<file path="config.mk">
export PLATFORM = sky130hd
export DESIGN_NAME = bpred_btb
export DESIGN_NICKNAME = d
export VERILOG_FILES = /design/src/rtl/bpred_pkg.sv /design/src/rtl/btb_store.sv /design/src/rtl/btb_fwd.sv /design/src/rtl/btb_next.sv /design/src/rtl/btb_inflight.sv /design/src/rtl/bpred_btb.sv
export SDC_FILE = /design/constraint.sdc
export NUM_CORES = 2
export LEC_CHECK = 0
export BUFFER_PORTS_ARGS = -buffer_cell sky130_fd_sc_hd__clkbuf_2
export CORE_ASPECT_RATIO = 0.75
export CORE_UTILIZATION = 45
export DETAILED_ROUTE_END_ITERATION = 12
export PLACE_DENSITY_LB_ADDON = 0.05
export SYNTH_ARGS = -nofsm -noshare
export SYNTH_HDL_FRONTEND = slang
export SYNTH_HIERARCHICAL = 1
export SYNTH_SLANG_ARGS = --single-unit
</file>
<file path="constraint.sdc">
create_clock -name clk -period 10.4 [get_ports clk]
set_input_delay 2.6 -clock clk [delete_from_list [all_inputs] [get_ports clk]]
set_output_delay 2.6 -clock clk [all_outputs]
set_load 0.05 [all_outputs]
</file>
<file path="src/rtl/bpred_pkg.sv">
package bpred_pkg;

    typedef enum logic [1:0] {
        ST_VACANT    = 2'd0,
        ST_WEAK_NT   = 2'd1,
        ST_WEAK_TK   = 2'd2,
        ST_STRONG_TK = 2'd3
    } bp_state_e;

    function automatic bp_state_e st_up(input bp_state_e s);
        return (s == ST_STRONG_TK) ? ST_STRONG_TK : bp_state_e'(2'(s) + 2'd1);
    endfunction

    function automatic bp_state_e st_down(input bp_state_e s);
        return (s == ST_VACANT) ? ST_VACANT : bp_state_e'(2'(s) - 2'd1);
    endfunction

    function automatic logic st_live(input bp_state_e s);
        return s != ST_VACANT;
    endfunction

    function automatic logic st_taken(input bp_state_e s);
        return s[1];
    endfunction

    // Table path: zero and empty are the same, so a taken miss lands at the top.
    function automatic bp_state_e st_cold(input logic hit, input logic tk, input bp_state_e s);
        if (tk) return hit ? st_up(s) : ST_STRONG_TK;
        return hit ? st_down(s) : ST_VACANT;
    endfunction

    // In-flight path: plain saturating counter.
    function automatic bp_state_e st_warm(input logic tk, input bp_state_e s);
        return tk ? st_up(s) : st_down(s);
    endfunction

endpackage

</file>
<file path="src/rtl/btb_store.sv">
module btb_store
    import bpred_pkg::*;
#(
    parameter int IDX_W = 4,
    parameter int TAG_W = 26,
    parameter int TGT_W = 32
) (
    input  logic             clk,
    input  logic             rst,
    input  logic             wr_en,
    input  logic [IDX_W-1:0] wr_idx,
    input  logic [TAG_W-1:0] wr_tag,
    input  bp_state_e        wr_state,
    input  logic [TGT_W-1:0] wr_target,
    input  logic [IDX_W-1:0] ra_idx,
    output logic [TAG_W-1:0] ra_tag,
    output bp_state_e        ra_state,
    output logic [TGT_W-1:0] ra_target,
    input  logic [IDX_W-1:0] rb_idx,
    output logic [TAG_W-1:0] rb_tag,
    output bp_state_e        rb_state,
    output logic [TGT_W-1:0] rb_target
);
    localparam int DEPTH = 1 << IDX_W;

    logic [TAG_W-1:0] tag_q [DEPTH];
    bp_state_e        st_q  [DEPTH];
    logic [TGT_W-1:0] tgt_q [DEPTH];

    for (genvar e = 0; e < DEPTH; e++) begin : g_slot
        always_ff @(posedge clk) begin
            if (rst) begin
                tag_q[e] <= '0;
                st_q[e]  <= ST_VACANT;
                tgt_q[e] <= '0;
            end else if (wr_en && wr_idx == IDX_W'(e)) begin
                tag_q[e] <= wr_tag;
                st_q[e]  <= wr_state;
                tgt_q[e] <= wr_target;
            end
        end
    end

    assign ra_tag    = tag_q[ra_idx];
    assign ra_state  = st_q[ra_idx];
    assign ra_target = tgt_q[ra_idx];
    assign rb_tag    = tag_q[rb_idx];
    assign rb_state  = st_q[rb_idx];
    assign rb_target = tgt_q[rb_idx];

endmodule

</file>
<file path="src/rtl/btb_fwd.sv">
module btb_fwd
    import bpred_pkg::*;
#(
    parameter int IDX_W = 4,
    parameter int TAG_W = 26,
    parameter int TGT_W = 32
) (
    input  logic [IDX_W-1:0] idx,
    input  logic [TAG_W-1:0] tag,
    input  logic [TAG_W-1:0] t_tag,
    input  bp_state_e        t_state,
    input  logic [TGT_W-1:0] t_target,
    input  logic             p_vld,
    input  logic             p_we,
    input  logic [IDX_W-1:0] p_idx,
    input  logic [TAG_W-1:0] p_tag,
    input  bp_state_e        p_state,
    input  logic [TGT_W-1:0] p_target,
    output logic             e_hit,
    output bp_state_e        e_state,
    output logic [TGT_W-1:0] e_target,
    output logic             byp
);
    logic             use_p;
    logic [TAG_W-1:0] e_tag;

    always_comb begin
        use_p    = p_vld && p_we && (p_idx == idx);
        e_tag    = use_p ? p_tag    : t_tag;
        e_state  = use_p ? p_state  : t_state;
        e_target = use_p ? p_target : t_target;
        e_hit    = (e_tag == tag) && st_live(e_state);
        byp      = p_vld && (p_idx == idx) && (p_tag == tag);
    end

endmodule

</file>
<file path="src/rtl/btb_next.sv">
module btb_next
    import bpred_pkg::*;
#(
    parameter int TGT_W = 32
) (
    input  logic             tk,
    input  logic [TGT_W-1:0] res_target,
    input  logic             byp,
    input  bp_state_e        p_state,
    input  logic             p_we,
    input  logic             e_hit,
    input  bp_state_e        e_state,
    input  logic [TGT_W-1:0] e_target,
    output bp_state_e        n_state,
    output logic             n_we,
    output logic [TGT_W-1:0] n_target
);
    always_comb begin
        if (byp) begin
            n_state = st_warm(tk, p_state);
            n_we    = tk || p_we;
        end else begin
            n_state = st_cold(e_hit, tk, e_state);
            n_we    = tk || e_hit;
        end
        n_target = tk ? res_target : e_target;
    end

endmodule

</file>
<file path="src/rtl/btb_inflight.sv">
module btb_inflight
    import bpred_pkg::*;
#(
    parameter int IDX_W = 4,
    parameter int TAG_W = 26,
    parameter int TGT_W = 32
) (
    input  logic             clk,
    input  logic             rst,
    input  logic             in_vld,
    input  logic             in_we,
    input  logic [IDX_W-1:0] in_idx,
    input  logic [TAG_W-1:0] in_tag,
    input  bp_state_e        in_state,
    input  logic [TGT_W-1:0] in_target,
    output logic             p_vld,
    output logic             p_we,
    output logic [IDX_W-1:0] p_idx,
    output logic [TAG_W-1:0] p_tag,
    output bp_state_e        p_state,
    output logic [TGT_W-1:0] p_target
);
    always_ff @(posedge clk) begin
        if (rst) begin
            p_vld    <= 1'b0;
            p_we     <= 1'b0;
            p_idx    <= '0;
            p_tag    <= '0;
            p_state  <= ST_VACANT;
            p_target <= '0;
        end else begin
            p_vld    <= in_vld;
            p_we     <= in_vld && in_we;
            p_idx    <= in_idx;
            p_tag    <= in_tag;
            p_state  <= in_state;
            p_target <= in_target;
        end
    end

endmodule

</file>
<file path="src/rtl/bpred_btb.sv">
module bpred_btb
    import bpred_pkg::*;
#(
    parameter int PC_W    = 32,
    parameter int IDX_W   = 4,
    parameter int ALIGN_W = 2
) (
    input  logic            clk,
    input  logic            rst,
    input  logic [PC_W-1:0] lk_pc,
    output logic            lk_hit,
    output logic            lk_taken,
    output logic [PC_W-1:0] lk_target,
    input  logic            up_valid,
    input  logic [PC_W-1:0] up_pc,
    input  logic            up_taken,
    input  logic [PC_W-1:0] up_target
);
    localparam int TAG_W = PC_W - IDX_W - ALIGN_W;

    logic [IDX_W-1:0] l_idx, u_idx, p_idx;
    logic [TAG_W-1:0] l_tag, u_tag, p_tag, ta_tag, tb_tag;
    bp_state_e        ta_st, tb_st, p_st, l_st, u_st, n_st;
    logic [PC_W-1:0]  ta_tgt, tb_tgt, p_tgt, l_tgt, u_tgt, n_tgt;
    logic             p_vld, p_we, l_hit, l_byp, u_hit, u_byp, n_we;

    assign l_idx = lk_pc[ALIGN_W +: IDX_W];
    assign l_tag = lk_pc[PC_W-1 -: TAG_W];
    assign u_idx = up_pc[ALIGN_W +: IDX_W];
    assign u_tag = up_pc[PC_W-1 -: TAG_W];

    btb_store #(.IDX_W(IDX_W), .TAG_W(TAG_W), .TGT_W(PC_W)) u_store (
        .clk(clk), .rst(rst),
        .wr_en(p_vld && p_we), .wr_idx(p_idx), .wr_tag(p_tag),
        .wr_state(p_st), .wr_target(p_tgt),
        .ra_idx(l_idx), .ra_tag(ta_tag), .ra_state(ta_st), .ra_target(ta_tgt),
        .rb_idx(u_idx), .rb_tag(tb_tag), .rb_state(tb_st), .rb_target(tb_tgt)
    );

    btb_fwd #(.IDX_W(IDX_W), .TAG_W(TAG_W), .TGT_W(PC_W)) u_fwd_lk (
        .idx(l_idx), .tag(l_tag),
        .t_tag(ta_tag), .t_state(ta_st), .t_target(ta_tgt),
        .p_vld(p_vld), .p_we(p_we), .p_idx(p_idx), .p_tag(p_tag),
        .p_state(p_st), .p_target(p_tgt),
        .e_hit(l_hit), .e_state(l_st), .e_target(l_tgt), .byp(l_byp)
    );

    btb_fwd #(.IDX_W(IDX_W), .TAG_W(TAG_W), .TGT_W(PC_W)) u_fwd_up (
        .idx(u_idx), .tag(u_tag),
        .t_tag(tb_tag), .t_state(tb_st), .t_target(tb_tgt),
        .p_vld(p_vld), .p_we(p_we), .p_idx(p_idx), .p_tag(p_tag),
        .p_state(p_st), .p_target(p_tgt),
        .e_hit(u_hit), .e_state(u_st), .e_target(u_tgt), .byp(u_byp)
    );

    btb_next #(.TGT_W(PC_W)) u_next (
        .tk(up_taken), .res_target(up_target),
        .byp(u_byp), .p_state(p_st), .p_we(p_we),
        .e_hit(u_hit), .e_state(u_st), .e_target(u_tgt),
        .n_state(n_st), .n_we(n_we), .n_target(n_tgt)
    );

    btb_inflight #(.IDX_W(IDX_W), .TAG_W(TAG_W), .TGT_W(PC_W)) u_inflight (
        .clk(clk), .rst(rst),
        .in_vld(up_valid), .in_we(n_we), .in_idx(u_idx), .in_tag(u_tag),
        .in_state(n_st), .in_target(n_tgt),
        .p_vld(p_vld), .p_we(p_we), .p_idx(p_idx), .p_tag(p_tag),
        .p_state(p_st), .p_target(p_tgt)
    );

    assign lk_hit    = l_hit;
    assign lk_taken  = l_hit && st_taken(l_st);
    assign lk_target = l_hit ? l_tgt : '0;

    // a taken prediction needs a live slot
    a_r4_taken_needs_hit: assert property (@(posedge clk) disable iff (rst)
        lk_taken |-> lk_hit);

    // a miss never exposes a destination
    a_r1_miss_no_target: assert property (@(posedge clk) disable iff (rst)
        !lk_hit |-> lk_target == '0);

    // first taken resolve off the in-flight path installs at the top state
    a_r2_first_taken_strong: assert property (@(posedge clk) disable iff (rst)
        (up_valid && up_taken && !u_byp && !u_hit) |=> (p_we && p_st == ST_STRONG_TK));

    // not-taken resolve on a miss writes nothing
    a_r8_nt_miss_no_alloc: assert property (@(posedge clk) disable iff (rst)
        (up_valid && !up_taken && !u_byp && !u_hit) |=> !p_we);

    // in-flight path steps from zero to one on taken
    a_r6_bypass_warm: assert property (@(posedge clk) disable iff (rst)
        (up_valid && up_taken && u_byp && p_st == ST_VACANT) |=> p_st == ST_WEAK_NT);

    // lookup of the in-flight branch reflects the in-flight state
    a_r6_lookup_inflight: assert property (@(posedge clk) disable iff (rst)
        (l_byp && p_we) |-> (lk_hit == (p_st != ST_VACANT)));

    // saturation at the top on the in-flight path
    a_r5_sat_top: assert property (@(posedge clk) disable iff (rst)
        (up_valid && up_taken && u_byp && p_st == ST_STRONG_TK) |=> p_st == ST_STRONG_TK);

    // a taken resolve carries its destination
    a_r9_target_kept: assert property (@(posedge clk) disable iff (rst)
        (up_valid && up_taken) |=> p_tgt == $past(up_target));

endmodule

</file>
==> impl_metrics.toml <==
[critical_path]
crit_type = "in -> out"
path_max_fanout = 50
cp_slowest_cell = "buf_4"
critical_path.cell_chain = "buf_8 -> buf_4 -> buf_4 -> mux4_2 -> a22oi_1 -> nand2_1 -> o2bb2ai_1 -> a221oi_1 -> and4b_1 -> a31o_2 -> o221a_2 -> buf_12 -> and2_2 -> clkbuf_2"
arrival_ns = 6.71
path_common_cell = "buf_4"
worst_setup_path_start_kind = "primary input"
crit_required_ns = 7.80
critPathCaptureType = "output pin"
slowest_delay_ns = 0.63

[clock_tree]
root_buffer = "clkbuf_16"
cts_tree = "built"
cts_setup_buffers = 0
clk_latency_ns = 0.73
cts_sinks = 1026
cts_resized = 0
cts_hold_repair.buffers = 0
clkTransAtPathRegs_ns = 0.06
cts.htree.levels = 3
cts_buffers = 108
clock_path_buffers = 3

[grt]
grt_max_degree = 147
grtUsageTotal = 0.310
grt_pass1_wl_mm = 263
grt_pass1_vias = 35200
grt_overflow_total = 0
antenna_found_initial = 26

[sta]
final_hold_viol_count = 0
finalSetupViolCount = 0
tns_ns = 0
finalMaxSlewViolations = 0
fin_hold_ws_ns = 0.697
rsz0062_at_grt = "false"
tightest_slew_ns = 1.39
fmax_mhz = 107
min_period_ns = 9.31
fin_crit_sh = 0.895
fin_skew_ns = 0.0239
slew-limit-headroom = 0.0682

[synth]
ys_warn_count = 6
synth_nets = 3714
syn_area_per_cell_sq_um = 15.0
synthCells = 3614
netlist_area_sq_um = 54300

[detailed_routing]
drc = 0
vias = 34300
avgViaCountPerCell = 6.52
drtIter0Drc = 4555
wirelength_mm = 188
avgRoutedWirePerCell_um = 35.8
postRouteAntennaNets = 0
firstDrtPassIters = 6

[power_and_ir_drop]
p_per_area_nw_per_um2 = 159
p_comb_frac = 0.106
vdd_drop_max_v = 0.000148
total_power_mw = 9.53
switchingPower_mw = 2.39
p_int_mw = 7.14
pwr-share-seq = 0.506
switching_share = 0.251
p_leak_nw = 21.1
power.share.clock = 0.388

[layout]
fin_area_sq_um = 59900
final_cells = 5259
num-nets-final = 3705
post_route_cells_drive_above_1_share = 0.282
syn2layout_area_growth_pct = 10.4
layout_common_cells = "961 x and2_1, 960 x edfxtp_1, 480 x mux4_2, 240 x a22oi_1, 126 x nand2_1"
final_common_cell = "and2_1"

[place]
hpwlAfterDp_mm = 103
dp_cells = 5049
port-buffer-count = 129
postPlaceCellArea_sq_um = 56600
gp_congestion = 0.841

[run_status]
status = "finished clean"

[die]
die_x_um = 403
die_area_sq_um = 122000
num_io_pins = 134
rows = 109
core_sq_um = 119000
die_h_um = 303
initial_utilization = 0.457

[job]
cap_violations = 0

[hold_path]
hold_path_class = "reg -> reg"
[power by group through the flow]
stage,combinational [mW],clock (mW),sequential (mW)
after detailed placement,1.00,0,4.91
after CTS,1.01,3.76,4.82
final,1.01,3.69,4.83
after floorplan,0.665,0,4.85
after global placement,0.996,0,4.89
after global routing,1.05,3.92,4.85
[critical path, delay by kind of cell]
family | cells | cell delay [ns]
buffers and inverters | 5 | 2.08
and+or+nand+nor | 3 | 0.62
AOI/OAI and AO/OA | 5 | 0.84
muxes | 1 | 0.41
[cell type report]
cell class,count,area (sq um)
inverter,16,60.1
clock inverter,51,294
sequential,1026,30100
fill,10000,58700
clock buffer,153,2990
timing repair buffer,226,1540
tap,1554,1940
multi-input combinational,2227,22900
antenna,6,15.0
[final timing paths]
check	cells past startpoint	slack [ns]	startpoint	end
max	14	1.09	lk_pc[3]	lk_target[26]
min	3	0.70	u_inflight/p_we	u_inflight/p_we
max reg2reg	11	6.30	u_inflight/p_idx[3]	u_inflight/p_state[0]
min reg2reg	3	0.70	u_inflight/p_we	u_inflight/p_we
[flip-flops by register name, summed over array words and instances, names as in the netlist]
register and count:
u_store/tgt_q 512, u_store/tag_q 416, u_inflight/p_target 32, u_store/st_q 32, u_inflight/p_tag 26, u_inflight/p_idx 4, u_inflight/p_state 2, u_inflight/p_vld 1
u_inflight/p_we 1
[routing by layer]
layer  track usage  share of wire  up-vias
met3        0.0588          0.097      328
li1              -              -    13800
met5       0.00725        0.00074        -
met2         0.493           0.47     1936
met1         0.434           0.40    18200
met4        0.0959          0.031        4
[stage by stage]
stage | utilization | setup slack (ns)
global placement | 0.477 | 1.13
finish | 0.505 | 1.09
floorplan | - | 2.10
CTS | 0.505 | 1.10
global route | 0.505 | 0.900
detailed placement | 0.477 | 1.11
Note: power is estimated with default switching activity, not from simulation.
